File: src/rtl/addr_latch_pkg.sv
package addr_latch_pkg;

  // Mode encoding is {write inhibit (effective), functional clear}
  typedef enum logic [1:0] {
    MODE_WRITE = 2'b00,
    MODE_DEMUX = 2'b01,
    MODE_HOLD  = 2'b10,
    MODE_CLEAR = 2'b11
  } latch_mode_e;

endpackage

File: src/rtl/addr_latch_mode.sv
module addr_latch_mode #(
  parameter bit USE_BANK_EN = 1'b1
) (
  input  logic wr_dis,
  input  logic clr,
  input  logic bank_en,
  output logic load,
  output logic zero_unsel,
  output logic clear_all
);
  import addr_latch_pkg::*;

  localparam logic BANK_MASK = USE_BANK_EN ? 1'b1 : 1'b0;

  logic        blocked;
  latch_mode_e mode;

  // A disabled bank behaves exactly like an inhibited write
  assign blocked = wr_dis | (BANK_MASK & ~bank_en);
  assign mode    = latch_mode_e'({blocked, clr});

  always_comb begin
    load       = 1'b0;
    zero_unsel = 1'b0;
    clear_all  = 1'b0;
    unique case (mode)
      MODE_WRITE: load = 1'b1;
      MODE_DEMUX: begin
        load       = 1'b1;
        zero_unsel = 1'b1;
      end
      MODE_HOLD:  ;
      MODE_CLEAR: clear_all = 1'b1;
      default:    ;
    endcase
  end

endmodule

File: src/rtl/addr_latch_decode.sv
module addr_latch_decode #(
  parameter int NUM_BITS = 8,
  parameter int ADDR_W   = (NUM_BITS > 1) ? $clog2(NUM_BITS) : 1
) (
  input  logic [ADDR_W-1:0]   addr,
  output logic [NUM_BITS-1:0] sel
);

  // One comparator per cell; an out-of-range index selects nothing
  for (genvar i = 0; i < NUM_BITS; i++) begin : g_cmp
    assign sel[i] = (addr == ADDR_W'(i));
  end

endmodule

File: src/rtl/addr_latch_cell.sv
module addr_latch_cell (
  input  logic clk,
  input  logic rst,
  input  logic sel,
  input  logic din,
  input  logic load,
  input  logic zero_unsel,
  input  logic clear_all,
  output logic bit_q
);

  logic bit_d;

  always_comb begin
    if (clear_all)        bit_d = 1'b0;
    else if (load && sel) bit_d = din;
    else if (zero_unsel)  bit_d = 1'b0;
    else                  bit_d = bit_q;
  end

  always_ff @(posedge clk) begin
    if (rst) bit_q <= 1'b0;
    else     bit_q <= bit_d;
  end

endmodule

File: src/rtl/addr_latch.sv
module addr_latch #(
  parameter int NUM_BITS    = 8,
  parameter int ADDR_W      = (NUM_BITS > 1) ? $clog2(NUM_BITS) : 1,
  parameter bit USE_BANK_EN = 1'b1
) (
  input  logic                clk,
  input  logic                rst,
  input  logic                wr_dis,
  input  logic                clr,
  input  logic                bank_en,
  input  logic [ADDR_W-1:0]   addr,
  input  logic                din,
  output logic [NUM_BITS-1:0] q
);

  logic [NUM_BITS-1:0] sel;
  logic                load;
  logic                zero_unsel;
  logic                clear_all;

  addr_latch_mode #(
    .USE_BANK_EN (USE_BANK_EN)
  ) u_mode (
    .wr_dis     (wr_dis),
    .clr        (clr),
    .bank_en    (bank_en),
    .load       (load),
    .zero_unsel (zero_unsel),
    .clear_all  (clear_all)
  );

  addr_latch_decode #(
    .NUM_BITS (NUM_BITS),
    .ADDR_W   (ADDR_W)
  ) u_dec (
    .addr (addr),
    .sel  (sel)
  );

  for (genvar i = 0; i < NUM_BITS; i++) begin : g_cell
    addr_latch_cell u_cell (
      .clk        (clk),
      .rst        (rst),
      .sel        (sel[i]),
      .din        (din),
      .load       (load),
      .zero_unsel (zero_unsel),
      .clear_all  (clear_all),
      .bit_q      (q[i])
    );
  end

endmodule

File: config.mk
export PLATFORM = sky130hd
export DESIGN_NAME = addr_latch
export DESIGN_NICKNAME = d
export VERILOG_FILES = /design/src/rtl/addr_latch_pkg.sv /design/src/rtl/addr_latch_mode.sv /design/src/rtl/addr_latch_decode.sv /design/src/rtl/addr_latch_cell.sv /design/src/rtl/addr_latch.sv
export SDC_FILE = /design/constraint.sdc
export NUM_CORES = 1
export LEC_CHECK = 0
export ABC_AREA = 1
export BUFFER_PORTS_ARGS = -buffer_cell sky130_fd_sc_hd__buf_2
export CORE_MARGIN = 1.5
export CORE_UTILIZATION = 35
export CTS_CLUSTER_DIAMETER = 150
export CTS_CLUSTER_SIZE = 30
export DETAILED_ROUTE_END_ITERATION = 10
export PLACE_DENSITY_LB_ADDON = 0.3
export RECOVER_POWER = 100
export SLEW_MARGIN = 20
export SYNTH_ARGS = -nofsm -noshare
export SYNTH_HDL_FRONTEND = slang
export SYNTH_SLANG_ARGS = --single-unit
export TNS_END_PERCENT = 20
File: constraint.sdc
create_clock -name clk -period 0.87 [get_ports clk]
set_clock_uncertainty 0.15 [all_clocks]
set_input_delay 0 -clock clk [delete_from_list [all_inputs] [get_ports clk]]
set_output_delay 0 -clock clk [all_outputs]
set_load 0.01 [all_outputs]
* After elaboration in Yosys (flattened, before gate mapping)
Index checks and enable logic that the tools add are counted.
Word-level totals: bits in registers 8, input bits 9, output and inout port bits 8
Operators by class: reduce and logical (&&, ||, !) cells 20, bitwise logic cells 2, equality and inequality tests 9, multiplexer cells 12
Operator list (number):
- nonzero test 2 bit | 8
- equality test 3 bit (second input constant) | 4
- 2-to-1 mux 1 bit | 12
- logical AND 1 bit | 8
- equality test 3 x 2 -> 1 bit (second input constant) | 2
- OR reduction 2 bit | 2
- equality test 3 x 1 -> 1 bit (second input constant) | 1
- logical NOT 3 bit | 1
- equality test 2 x 1 -> 1 bit (second input constant) | 1
- equality test 2 bit (second input constant) | 1
- logical NOT 2 bit | 1
- NOT 1 bit | 1
- bitwise OR 1 bit | 1

* Longest topological paths before layout
Gate-level depths: netlist of run 1.
depth after elaboration 7, gate-level depth with buffers 6

* Cells and area by module
A second synthesis of run 1 with hierarchy kept.
Unflattened totals: cell total of the unflattened synthesis 109, area total of the unflattened synthesis 575.6 µm²
By module, submodules not included:
- addr_latch_cell | area each 61.3 µm², seq. area each 20.0 µm², times used 8, cells an instance 11
- addr_latch_decode | area each 56.3 µm², seq. area each 0.0 µm², times used 1, cells an instance 15
- addr_latch_mode | area each 28.8 µm², seq. area each 0.0 µm², times used 1, cells an instance 6

* Worst setup path before layout of run 1
No wires, ideal clock.
path kind input -> register, start point in wr_dis, end point reg g_cell[4].u_cell.bit_q, stages 6, library setup time 0.113 ns, setup slack 0.108 ns, arrival time 0.499 ns, buffers on the path 0, cells stage by stage inv_1 > nand3_1 > nand2_1 > inv_1 > nor2_1 > nor2_1
On the way: word-level cells in the longest chain between the ends 6
RTL lines:
- start, declared | line addr_latch.sv:8 | input logic wr_dis,
- bitwise OR 1 bit (*) | line addr_latch_mode.sv:19 | assign blocked = wr_dis | (BANK_MASK & ~bank_en);
- equality test 2 x 1 -> 1 bit / logical NOT 2 bit (equally long branches) | line addr_latch_mode.sv:26 | unique case (mode)
- OR reduction 2 bit (no source line)
- 2-to-1 mux 1 bit | line addr_latch_mode.sv:26
- logical AND 1 bit | line addr_latch_cell.sv:16 | else if (load && sel) bit_d = din;
- 2-to-1 mux 1 bit / nonzero test 2 bit (equally long branches)
- end signal, assigned | line addr_latch_cell.sv:23 | else bit_q <= bit_d;
- end, declared | line addr_latch_cell.sv:9 | output logic bit_q
Mark *: on every way between the ends. The rest lies on a longest branch, timed or not. A chain may end at the register's enable or synchronous reset.

* Worst setup path in the final report of run 1
start point reg g_cell[3].u_cell.bit_q, end point out q[3]
RTL lines:
- start, declared | line addr_latch_cell.sv:9
- start signal, assigned | line addr_latch_cell.sv:23
- end, declared | line addr_latch.sv:13 | output logic [NUM_BITS-1:0] q
No word-level cell between the ends.

==> flow_summary.json, run 1 <==
{
  "outcome": "finished, violations left",
  "violations": "hold timing",
  "cts_sinks": 8,
  "dr.first_iter.drc_count": 9,
  "diodes": 0,
  "r2r_slack_ns": 0.07,
  "grt_first_pass_wirelength_mm": 1.731,
  "min_path_type": "primary input to register",
  "synth_top_cell_by_area": "dfxtp_1",
  "final.setup.tns_ns": 0,
  "root_buffer": "clkbuf_4",
  "synth-edff-count": 0,
  "seq_power_share": 0.478,
  "slowest_delay_ns": 0.32,
  "yosysSeqAreaShare": 0.3005,
  "hold_viol_final": 8,
  "largest_register_ffs": 8,
  "grt_util_met2": 0.2125,
  "worstPathMaxFanout": 2,
  "synth_top_flop_cell": "dfxtp_1",
  "use_met1": 0.1492,
  "synth_compound_gate_area_share": 0.03052,
  "pre_cts_slack_ns": -0.1456,
  "cts_inserted_buffers": 3,
  "fin_ws_ns": 0.03588,
  "clk_latency_ns": 0.25,
  "fin_area_um2": 679.4,
  "critical-path-slowest-cell": "dfxtp_2",
  "finalSetupViolations": 0,
  "reg2reg_to": "g_cell[5].u_cell.bit_q$_SDFFE_PP0P_",
  "cts_buffer_depth": 2,
  "syn_inst": 93,
  "floorplan.rows": 13,
  "cts_tree": "done",
  "reg_top3": "g_cell.u_cell.bit_q: 8 flops",
  "syn_avg_cell_area_um2": 5.731,
  "cp_top_family": "flip-flops",
  "synth_area_leaders": "dfxtp_1 (30%), nand2_1 (20%), nor2_1 (16%)",
  "start_kind": "register",
  "dr.pass1.iters": 4,
  "top_register": "g_cell.u_cell.bit_q",
  "synth_async_sr_flop_share": 0,
  "num_vias": 538,
  "avgRoutedWirePerCell_um": 8.590,
  "track_usage": 0.1326,
  "pin_count": 17,
  "finalMaxSlewViolations": 0,
  "yosys.area_share.simple": 0.4437,
  "slew_headroom": 0.7840,
  "cp_cell_sequence": "buf_6",
  "power_density_mw_per_mm2": 1152,
  "htree_levels": 1,
  "combPwrFrac": 0.163,
  "dp_hpwl_um": 778,
  "ctsHoldBuffers": 1,
  "intPower_mw": 0.5816,
  "maxCapViolCount": 0,
  "post_cts.repair.setup_buffers": 0,
  "ys.warnings.count": 0,
  "crit_path_end_kind": "output port",
  "grt_busiest_layer": "met2",
  "swShare": 0.2566,
  "regToRegStartpoint": "g_cell[5].u_cell.bit_q$_SDFFE_PP0P_",
  "fillerInstances": 150,
  "p_leak_nw": 0.3805,
  "die_w_um": 42.03,
  "clkTransAtPathRegs_ns": 0.05,
  "required_ns": 0.72,
  "final_nets": 118,
  "synthesis.nets": 102,
  "syn_to_final_growth_pct": 27.46,
  "synth.most_common_cell": "nand2_1",
  "synthesis.area_um2": 533.0,
  "routabilityCongestion": 0.8080,
  "p_switching_mw": 0.2007,
  "grt_max_degree": 9,
  "io_buffers": 16,
  "yosys.area_share.adder": 0,
  "critical_path.startpoint": "g_cell[3].u_cell.bit_q$_SDFFE_PP0P_",
  "die_h_um": 42.03,
  "period_needed_ns": 0.8341,
  "period_share": 0.9588,
  "endpoint": "q[3]",
  "path_depth": 1,
  "fp.coreArea_mm2": 0.001366,
  "rsz0062_at_grt": "yes",
  "worst_hold_slack_ns": -0.1209,
  "reg2reg_depth": 4,
  "initial_core_util": 0.3901,
  "drive_gt1_frac": 0.2804,
  "routed_wl_mm": 1.048,
  "ys_top_cells_by_count": "nand2_1 (28), nor2_1 (23), inv_1 (16), nand3_1 (9)",
  "pwr-share-clk": 0.359,
  "antenna_found_initial": 0,
  "die_area_mm2": 0.001766,
  "synth_top_family_by_area": "simple AND/OR/NAND/NOR gates",
  "drc": 0,
  "synth_top_area_frac": 0.3005,
  "met3_usage": 0.07759,
  "placed_area_um2": 586.8,
  "critPathArrivalTime_ns": 0.68,
  "max_freq_ghz": 1.199,
  "avgViaCountPerCell": 4.410,
  "worstMarginPinSlew_ns": 0.3230,
  "ys_ff_latch": 8,
  "worstHoldStart": "rst",
  "grt_pass1_vias": 437,
  "synth_cell_types": 7,
  "critPathKind": "register to output port",
  "path_buf_inv": 1,
  "vdd_drop_max_mv": 0.8733,
  "antenna_left": 0,
  "grt_overflow_total": 0,
  "synth_xor_area_frac": 0,
  "muxShareOfSynthArea": 0
}
-- logic make-up (layout without fill, tap and decap cells) --
logic type	after synthesis	in the layout
compound gates	1	1
buf+inv	24	38
flops	8	8
simple gates	60	60
-- how the worst min path moves through the flow --
stage / cells after the start / end / slack (ns)
2_1_floorplan: 2 / g_cell[0].u_cell.bit_q$_SDFFE_PP0P_ / -0.02
3_3_place_gp: 3 / g_cell[0].u_cell.bit_q$_SDFFE_PP0P_ / 0.1
3_5_place_dp: 3 / g_cell[0].u_cell.bit_q$_SDFFE_PP0P_ / 0.1
4_1_cts: 4 / g_cell[5].u_cell.bit_q$_SDFFE_PP0P_ / -0.13
5_1_grt: 4 / g_cell[1].u_cell.bit_q$_SDFFE_PP0P_ / -0.12
6_report: 4 / g_cell[1].u_cell.bit_q$_SDFFE_PP0P_ / -0.12
-- cell usage in the layout (no fill, tap or decap) --
master          n
nand2_1        28
nor2_1         23
inv_1          16
nand3_1         9
dfxtp_2         8
buf_2           8
buf_6           8
clkbuf_4        3
buf_4           2
a21oi_4         1
dlygate4sd3_1   1
-- power by group through the flow --
| stage | Clock (mW) | Sequential (mW) | Combinational, mW |
|---|---|---|---|
| CTS | 0.302 | 0.372 | 0.123 |
| detailed placement | 0 | 0.380 | 0.119 |
| floorplan | 0 | 0.380 | 0.0725 |
| global placement | 0 | 0.380 | 0.118 |
| global route | 0.325 | 0.374 | 0.144 |
| finish | 0.281 | 0.374 | 0.127 |
-- metal layers --
| layer | wire length (µm) | vias to the layer above |
|---|---|---|
| li1 | - | 295 |
| met2 | 511 | 13 |
| met3 | 66 | 0 |
| met5 | 0 | - |
| met4 | 0 | 0 |
| met1 | 470 | 230 |
-- per-stage QoR --
stage	util	cells	power, mW
floorplan	-	93	0.4525
global placement	0.4295	118	0.4981
detailed placement	0.4295	118	0.4993
CTS	0.4542	122	0.7974
global route	0.4973	122	0.8430
finish	0.4973	122	0.7823
-- cell type report --
cell class                      instances  area [µm²]  share of cell area
Clock buffer                            3       22.52             0.03315
Tap cell                               15       18.77             0.02762
Sequential cell                         8       170.2              0.2505
Timing Repair Buffer                   19       155.1              0.2284
Inverter                               16       60.06             0.08840
Multi-Input combinational cell         61       252.7              0.3720
-- timing repair --
item	in CTS	in global routing
endpoints found under the hold margin	8	8
resized for setup	1	15
setup endpoints to repair	1	8
Note: power is estimated with default switching activity, not from simulation.
==> run 2: changes to the inputs <==
--- a/config.mk
+++ b/config.mk
@@ -12,7 +12,6 @@
 export CTS_CLUSTER_DIAMETER = 150
 export CTS_CLUSTER_SIZE = 30
 export DETAILED_ROUTE_END_ITERATION = 10
-export PLACE_DENSITY_LB_ADDON = 0.3
 export RECOVER_POWER = 100
 export SLEW_MARGIN = 20
 export SYNTH_ARGS = -nofsm -noshare
==> run 2 against run 1 <==
Effect of this change:
- the flow still finishes with violations (hold timing)
- global-route usage rose by 0.25 points
- fmax fell by 1.6%
- register-to-register slack worse by 0.02 ns
- final cell count did not move
- combinational power hardly changed
- setup slack worse by 0.014 ns
- critical endpoint is now q[1]
==> flow_summary.json, run 2 (synthesis gave the netlist of run 1 again) <==
{
  "outcome": "finished, violations left",
  "violations": "hold timing",
  "reg_top3": "g_cell.u_cell.bit_q: 8 flops",
  "dp_hpwl_um": 780.8,
  "grt_overflow_total": 0,
  "cp_cell_sequence": "buf_2",
  "min_path_type": "primary input to register",
  "grt_max_degree": 9,
  "critPathKind": "register to output port",
  "htree_levels": 1,
  "multi_input_area_um2": 257.7,
  "period_needed_ns": 0.8481,
  "final.setup.tns_ns": 0,
  "io_buffers": 16,
  "grt_pass1_vias": 480,
  "clkTransAtPathRegs_ns": 0.05,
  "dr.pass1.iters": 4,
  "clk_latency_ns": 0.26,
  "fin_ws_ns": 0.02195,
  "avgRoutedWirePerCell_um": 8.959,
  "p_leak_nw": 0.3810,
  "post-route-util": 0.4963,
  "initial_core_util": 0.3901,
  "slowest_delay_ns": 0.31,
  "post_cts.repair.setup_buffers": 0,
  "num_vias": 541,
  "finalSetupViolations": 0,
  "routed-wl-met2_um": 475,
  "path_buf_inv": 1,
  "routed_wl_mm": 1.093,
  "p_total_mw": 0.7908,
  "ctsHoldBuffers": 1,
  "route.top_layer_used": "met4",
  "critical-path-slowest-cell": "dfxtp_2",
  "die_h_um": 42.03,
  "required_ns": 0.72,
  "hold_viol_final": 8,
  "critPathArrivalTime_ns": 0.70,
  "syn_to_final_growth_pct": 27.23,
  "diodes": 0,
  "die_area_mm2": 0.001766,
  "drc": 0,
  "avgViaCountPerCell": 4.434,
  "slew_headroom": 0.8323,
  "worst_hold_slack_ns": -0.1242,
  "layout_commonest_cell": "nand2_1",
  "vdd_drop_max_mv": 0.8294,
  "drive_gt1_frac": 0.2897,
  "mostFrequentLayoutCells": "nand2_1 (28), nor2_1 (23), inv_1 (16), buf_2 (9)",
  "max_freq_ghz": 1.179,
  "pre_cts_slack_ns": -0.1689,
  "seqCellArea_um2": 170.2,
  "root_buffer": "clkbuf_4",
  "largest_register_ffs": 8,
  "pin_count": 17,
  "track_usage": 0.1351,
  "power_density_mw_per_mm2": 1166,
  "wl_met1_um": 497,
  "worstPathMaxFanout": 2,
  "die_w_um": 42.03,
  "period_share": 0.9748,
  "final_nets": 118,
  "worstMarginPinSlew_ns": 0.2510,
  "fp.coreArea_mm2": 0.001366,
  "floorplan.rows": 13,
  "dr.first_iter.drc_count": 19,
  "crit_path_end_kind": "output port",
  "cts_inserted_buffers": 3,
  "finalMaxSlewViolations": 0,
  "top_register": "g_cell.u_cell.bit_q",
  "rsz0062_at_grt": "yes",
  "cp_top_family": "flip-flops",
  "antenna_found_initial": 0,
  "met3_length_um": 96,
  "cts_tree": "done",
  "grt_first_pass_wirelength_mm": 1.780,
  "routabilityCongestion": 0.7282,
  "fillerInstances": 147,
  "maxCapViolCount": 0,
  "cts_sinks": 8,
  "cts_buffer_depth": 2,
  "start_kind": "register",
  "antenna_left": 0
}
==> run 2: path summary, 6_finish.rpt <==
| kind | slack [ns] | endpoint | from | depth (start not counted) |
|---|---|---|---|---|
| hold / removal | -0.12 | g_cell[0].u_cell.bit_q$_SDFFE_PP0P_ | rst | 4 |
| setup reg to reg | 0.05 | g_cell[4].u_cell.bit_q$_SDFFE_PP0P_ | g_cell[4].u_cell.bit_q$_SDFFE_PP0P_ | 4 |
| hold reg to reg | 0.38 | g_cell[7].u_cell.bit_q$_SDFFE_PP0P_ | g_cell[7].u_cell.bit_q$_SDFFE_PP0P_ | 4 |
| setup / recovery | 0.02 | q[1] | g_cell[1].u_cell.bit_q$_SDFFE_PP0P_ | 1 |
==> run 2: metrics by stage <==
stage          instances  cell area (µm²)
3_3_place_gp         118            586.8
4_1_cts              122            621.8
2_1_floorplan         93            533.0
5_1_grt              122            678.2
3_5_place_dp         118            586.8
6_report             122            678.2
==> run 2: layout make-up <==
class,count,share of cell area
Multi-Input combinational cell,61,0.3801
Tap cell,15,0.02768
Inverter,16,0.08856
Timing Repair Buffer,19,0.2196
Clock buffer,3,0.03321
Sequential cell,8,0.2509
==> run 2: routing by layer <==
metal	vias to the layer above	global-route usage
met3	4	0.06897
met2	17	0.2125
met5	-	0
li1	296	-
met4	0	0.07500
met1	224	0.1462
==> run 2: worst register-to-register path, delay by kind of cell (launching register included) <==
kind	cells	cell delay, ns
flops	1	0.32
simple gates	3	0.20
buf+inv	1	0.04
==> run 2: report_power, final <==
part / total, mW / switching, mW / leakage [nW] / internal (mW)
Combinational: 0.129 / 0.0764 / 0.299 / 0.0527
Sequential: 0.374 / 0.00258 / 0.0686 / 0.371
Clock: 0.288 / 0.130 / 0.0138 / 0.158
==> run 2: repair_timing <==
item / 4_1_cts / 5_1_grt
hold endpoints to repair: 8 / 8
endpoints found under the setup margin: 2 / 9
resized for setup: 2 / 14
